--- config.mk ---
export PLATFORM = sky130hd
export DESIGN_NAME = tdc_readout
export DESIGN_NICKNAME = d
export VERILOG_FILES = /design/src/rtl/tdc_readout.sv
export SDC_FILE = /design/constraint.sdc
export NUM_CORES = 2
export LEC_CHECK = 0
export ABC_AREA = 0
export ABC_CLOCK_PERIOD_IN_PS = 7600
export CAP_MARGIN = 5
export CORE_ASPECT_RATIO = 1.25
export CORE_MARGIN = 8
export CORE_UTILIZATION = 50
export DETAILED_ROUTE_END_ITERATION = 16
export PLACE_DENSITY = 0.66
export RECOVER_POWER = 25
export SKIP_LAST_GASP = 1
export SLEW_MARGIN = 20
export SYNTH_ARGS = -nofsm -noshare
export SYNTH_HDL_FRONTEND = slang
export SYNTH_SLANG_ARGS = --single-unit
export TNS_END_PERCENT = 1
--- constraint.sdc ---
create_clock -name clk -period 7.6 [get_ports clk]
set_input_delay 0.76 -clock clk [delete_from_list [all_inputs] [get_ports clk]]
set_output_delay 0.76 -clock clk [all_outputs]
set_load 0.03 [all_outputs]
--- src/rtl/tdc_readout.sv ---
module tdc_readout #(
  parameter int NPATH  = 8,
  parameter int STAGES = 120,
  parameter int DW     = 16,
  localparam int SW = $clog2(NPATH),
  localparam int CW = $clog2(STAGES + 1),
  localparam int IW = $clog2(STAGES)
) (
  input  logic              clk,
  input  logic              rst_n,
  input  logic              start,
  input  logic [SW-1:0]     sel_a,
  input  logic [SW-1:0]     sel_b,
  input  logic [NPATH-1:0]  path_a,
  input  logic [NPATH-1:0]  path_b,
  output logic              mux_a,
  output logic              mux_b,
  output logic              chain_clr,
  output logic              chain_arm,
  input  logic [STAGES-1:0] chain_tap,
  input  logic              cal_we,
  input  logic [CW-1:0]     cal_addr,
  input  logic [DW-1:0]     cal_wdata,
  output logic              busy,
  output logic              done,
  output logic              scan_valid,
  output logic              scan_out,
  output logic [CW-1:0]     count_out,
  output logic              bubble_err,
  output logic [DW-1:0]     delay_out
);

  typedef enum logic [2:0] {S_IDLE, S_CLR, S_ARM, S_LOAD, S_SHIFT, S_LOOK} state_t;

  function automatic logic [STAGES-1:0] odd_lanes();
    logic [STAGES-1:0] m;
    for (int i = 0; i < STAGES; i++) m[i] = 1'(i % 2);
    return m;
  endfunction

  localparam logic [STAGES-1:0] ODD = odd_lanes();

  state_t            st;
  logic [SW-1:0]     sa_q, sb_q;
  logic              pa_q, pb_q, seen_a, seen_b;
  logic [STAGES-1:0] bank, shreg, hit;
  logic [IW-1:0]     idx;
  logic [CW-1:0]     cnt_q, count_q;
  logic              zseen, bub_q, err_q, done_q;
  logic [DW-1:0]     delay_q;
  logic [DW-1:0]     cal_mem [STAGES+1];

  assign mux_a      = path_a[sa_q];
  assign mux_b      = path_b[sb_q];
  assign hit        = chain_tap ^ ODD;
  assign busy       = st != S_IDLE;
  assign chain_clr  = st == S_CLR;
  assign chain_arm  = st == S_ARM;
  assign scan_valid = st == S_SHIFT;
  assign scan_out   = shreg[0];
  assign count_out  = count_q;
  assign bubble_err = err_q;
  assign delay_out  = delay_q;
  assign done       = done_q;

  always_ff @(posedge clk) begin
    if (cal_we && cal_addr <= CW'(STAGES)) cal_mem[cal_addr] <= cal_wdata;
  end

  always_ff @(posedge clk) begin
    if (!rst_n) begin
      st      <= S_IDLE;
      sa_q    <= '0;
      sb_q    <= '0;
      pa_q    <= 1'b0;
      pb_q    <= 1'b0;
      seen_a  <= 1'b0;
      seen_b  <= 1'b0;
      bank    <= '0;
      shreg   <= '0;
      idx     <= '0;
      cnt_q   <= '0;
      zseen   <= 1'b0;
      bub_q   <= 1'b0;
      count_q <= '0;
      err_q   <= 1'b0;
      delay_q <= '0;
      done_q  <= 1'b0;
    end else begin
      done_q <= (st == S_LOOK);
      case (st)
        S_IDLE: if (start) begin
          sa_q    <= sel_a;
          sb_q    <= sel_b;
          count_q <= '0;
          err_q   <= 1'b0;
          delay_q <= '0;
          st      <= S_CLR;
        end
        S_CLR: begin
          bank   <= '0;
          pa_q   <= mux_a;
          pb_q   <= mux_b;
          seen_a <= 1'b0;
          seen_b <= 1'b0;
          st     <= S_ARM;
        end
        S_ARM: begin
          bank   <= bank | hit;
          seen_a <= seen_a | (mux_a ^ pa_q);
          seen_b <= seen_b | (mux_b ^ pb_q);
          pa_q   <= mux_a;
          pb_q   <= mux_b;
          if (seen_a && seen_b) st <= S_LOAD;
        end
        S_LOAD: begin
          shreg <= bank;
          cnt_q <= '0;
          zseen <= 1'b0;
          bub_q <= 1'b0;
          idx   <= '0;
          st    <= S_SHIFT;
        end
        S_SHIFT: begin
          if (!zseen && shreg[0]) cnt_q <= cnt_q + 1'b1;
          zseen <= zseen | ~shreg[0];
          bub_q <= bub_q | (zseen & shreg[0]);
          shreg <= {1'b0, shreg[STAGES-1:1]};
          idx   <= idx + 1'b1;
          if (idx == IW'(STAGES - 1)) st <= S_LOOK;
        end
        S_LOOK: begin
          count_q <= cnt_q;
          err_q   <= bub_q;
          delay_q <= cal_mem[cnt_q];
          st      <= S_IDLE;
        end
        default: st <= S_IDLE;
      endcase
    end
  end

  assert_hold_sel_R1: assert property (@(posedge clk) disable iff (!rst_n)
    (st != S_IDLE && st != S_CLR) |-> ($stable(sa_q) && $stable(sb_q)));

  assert_clr_once_R3: assert property (@(posedge clk) disable iff (!rst_n)
    chain_clr |=> (!chain_clr && bank == '0));

  assert_sticky_R4: assert property (@(posedge clk) disable iff (!rst_n)
    (st == S_ARM) |=> ((bank & $past(bank)) == $past(bank)));

  assert_load_after_edges_R5: assert property (@(posedge clk) disable iff (!rst_n)
    (st == S_LOAD) |-> $past(seen_a && seen_b));

  assert_scan_quiet_R6: assert property (@(posedge clk) disable iff (!rst_n)
    !scan_valid |-> !scan_out);

  assert_count_range_R7: assert property (@(posedge clk) disable iff (!rst_n)
    done |-> (count_out <= CW'(STAGES)));

  assert_done_pulse_R10: assert property (@(posedge clk) disable iff (!rst_n)
    done |=> !done);

  assert_done_idle_R10: assert property (@(posedge clk) disable iff (!rst_n)
    done |-> !busy);

endmodule

==> run summary <==
The flow ran to the end, but the final reports show violations. The final reports fail on max-capacitance violations, max-slew violations. The antenna violation net count after detailed routing is 0. The routed wire length per instance came out at 30.66 um. The endpoint required time on the critical path came out at 7670 ps. The number of antenna violations at the first check in global routing is 14. met2 is the most crowded layer. The category of the critical setup timing path is in -> reg. The global routing usage summed across all routing layers is 0.2405. The transition at the pin with the smallest max-transition slack is 4427 ps. The data arrival time of the critical path is 5550 ps. The portion of the post-synthesis area used by sequential elements is 0.7496.

In the final layout, the share of cells above drive strength 1 is 0.1987. The final setup violation count came out at 0. STA classifies the critical path endpoint as a register. In the global route stage, met2 resource usage came out at 0.3851. The number of design rule violations left after detail routing came out at 0. The tightest min-delay check is of the reg -> reg type. The first TritonRoute pass finished after 6 iterations. STA classifies the critical path startpoint as an input pin. The worst pin sits at a relative slew slack of -1.951. At the end of routability-driven placement, the weighted congestion stood at 0.9146. The critical-path cell with the highest stage delay is clkbuf_1. The number of vias in the routed layout is 45830. Clock skew on the completed layout was measured at 47.40 ps. The die extent in y came out at 478.6 um.

Static timing analysis puts the maximum clock frequency at 182.5 MHz. The overflow left after global routing is 0. Counting distinct cell types in the post-synthesis netlist gives 76. The deepest clock path buffer count came out at 3. The power density over the cells is 253.5 nW/um^2.

Counting stages on the worst path, the most repeated cell is clkbuf_1. The cts-stage hold buffer count is 0. Clock latency on the worst-skew pair, taken at its later pin, is 850 ps. The gate count of the mapped netlist is 4602.

The layout-stage area growth over the synthesis result is 13.61%. The worst-case IR drop observed on VDD is 285.7 uV. The accumulated negative setup slack came out at 0 ps. The number of nets in the layout came out at 5106. The placeable core area is 170800 sq um. The number of synthesized register bits came out at 2237.

The via count normalized by instance count is 6.232. The number of setup buffers added after CTS is 0. The number of buffers created by CTS is 209. The met1 routing resource usage after global routing came out at 0.3266. The clock slew at the register clock pins of the worst setup and hold paths is 60 ps. The number of enable flip-flop cells after synthesis is 1936.

Buffers placed on the I/O ports in this run total 200. The biggest area contributor in the post-synthesis netlist is edfxtp_1. The number of global-route vias before repair is 45310.

Ranked by instance count, the synthesized netlist is headed by edfxtp_1 (1936), mux4_2 (463), nor2_1 (410). The family with the most delay on the worst path is buffers and inverters. After layout, the design draws a total of 24.66 mW.

The maximum fanout count along the critical path is 73. The root buffer cell chosen for the clock tree is clkbuf_16. The share of the clock period used by the worst path after layout came out at 0.7209. The post-layout minimum cycle time came out at 5479 ps. The signal on the critical path passes through clkbuf_1 -> clkbuf_1.

The hold violation total from the final report is 0. The final-layout fill cell count came out at 12910. On the worst path, the slowest cell contributes a delay of 2740 ps.

The die is 386.1 um wide. In the post-synthesis netlist, the biggest area contributors are edfxtp_1 (68%), mux4_2 (12%), dfxtp_1 (7.0%). The detailed placer's ending HPWL came out at 137200 um. The final wirelength is 225500 um.

For this configuration, the core starts out at a cell density of 0.5012. TritonCTS built the clock tree. The die covers 184800 sq um. The number of buffer and inverter instances along the worst setup path is 2. The initialized floorplan defines 170 standard-cell rows. Setup repair after global routing left no endpoint under its margin.

In the synthesized netlist the dominant register cell turns out to be edfxtp_1. Dividing the synthesized area by the synthesized cell count gives 18.60 sq um. The maximum level of the CTS H-tree came out at 4.

The fraction of synthesis flops using an asynchronous set or reset pin came out at 0. The area of the mapped netlist came out at 85600 sq um. The I/O pin count came out at 201. Yosys printed 0 warnings. The largest net degree at the start of global routing is 97.

The number of gates resized after CTS was 0. The area share of the largest cell type after synthesis is 0.6792. The starting DRC count in detailed routing is 5292. The leakage power total is 29.96 nW. The wire length of the first global-routing pass is 323400 um. The number of nets produced by synthesis came out at 4773. The global routing usage on met3 is 0.05120.

The max-capacitance violation count came out at 25. edfxtp_1 is the most common cell in the netlist. The sink count of the clock tree is 2237. The number of pins with negative max-slew slack in the final report came out at 1484.
per-layer routing:
layer	vias up	share of wire
li1	19210	-
met1	23800	0.39
met2	2359	0.48
met3	442	0.096
met4	10	0.040
met5	-	0.00025
through the flow:
step / hold WS, ps / instance area, sq um / setup WS [ps] / util / instances
2_1_floorplan: 437.2 / 85600 / 4267 / - / 4602
3_3_place_gp: 448.7 / 90510 / 3067 / 0.5299 / 6960
3_5_place_dp: 456.0 / 90510 / 3051 / 0.5299 / 6960
4_1_cts: 356.2 / 97320 / 3161 / 0.5698 / 7345
5_1_grt: 486.7 / 97230 / 1972 / 0.5693 / 7348
6_report: 465.9 / 97250 / 2121 / 0.5694 / 7354
final timing paths:
check                               from                        end  slack [ps]  cells past startpoint
setup / recovery            cal_wdata[6]   cal_mem[70][6]$_DFFE_PP_        2120                      2
hold / removal    shreg[49]$_SDFFE_PN0P_     shreg[49]$_SDFFE_PN0P_         470                      2
setup reg to reg                register  delay_out[6]$_SDFFE_PN0P_        3100                      7
hold reg to reg   shreg[49]$_SDFFE_PN0P_     shreg[49]$_SDFFE_PN0P_         470                      2
placed cells by master (no fill, tap or decap), types with 46 or more instances in the layout:
cell / count
clkinv_2: 46
nand2_1: 241
dfxtp_1: 295
clkbuf_1: 63
buf_4: 182
mux2i_1: 114
nand3_1: 55
nor2_1: 406
clkdlybuf4s50_1: 183
a21oi_1: 103
a21boi_0: 124
clkbuf_16: 214
a22oi_1: 214
mux4_2: 463
edfxtp_1: 1936
sequential cells by signal, summed over array words and instances (netlist names), 7 cells and up, named ones only:
name       count
cal_mem     1936
bank         120
shreg        120
delay_out     16
cnt_q          7
count_out      7
idx            7
area by class of cell:
type                       count  area (sq um)  share of cell area
multi-input combinational   2078         19980              0.2055
antenna                        9         22.52           0.0002316
clock buffer                 265          5679             0.05840
sequential                  2237         64180              0.6600
clock inverter               120          1135             0.01167
timing repair buffer         397          3400             0.03496
inverter                      12         48.80           0.0005018
tap                         2236          2798             0.02877
cell families (layout without fill, tap and decap cells):
logic type	after synthesis	in the layout	share of synthesized area
DFF	2237	2237	0.7496
and+or+nand+nor	872	872	0.04417
AOI/OAI and AO/OA	607	607	0.05061
muxes	591	591	0.1370
buffers and inverters	287	794	0.01775
xor gates and xnor gates	6	6	0.0006140
adders and majority gates	2	2	0.0002923
other	0	9	0
power by group:
part	internal [mW]	total (mW)	leakage [nW]	switching [mW]
Clock	5.89	10.4	3.35	4.50
Sequential	13.5	13.5	19.8	0.0572
Combinational	0.206	0.749	6.76	0.543
worst register-to-register path: stages, from the launching register on:
cell and delay (ps):
dfxtp_4 840, buf_4 520, buf_4 760, mux4_2 500, a22oi_1 350, a21oi_1 240
nor4_1 1020, nor2_1 120
(Power assumes the default switching activity.)
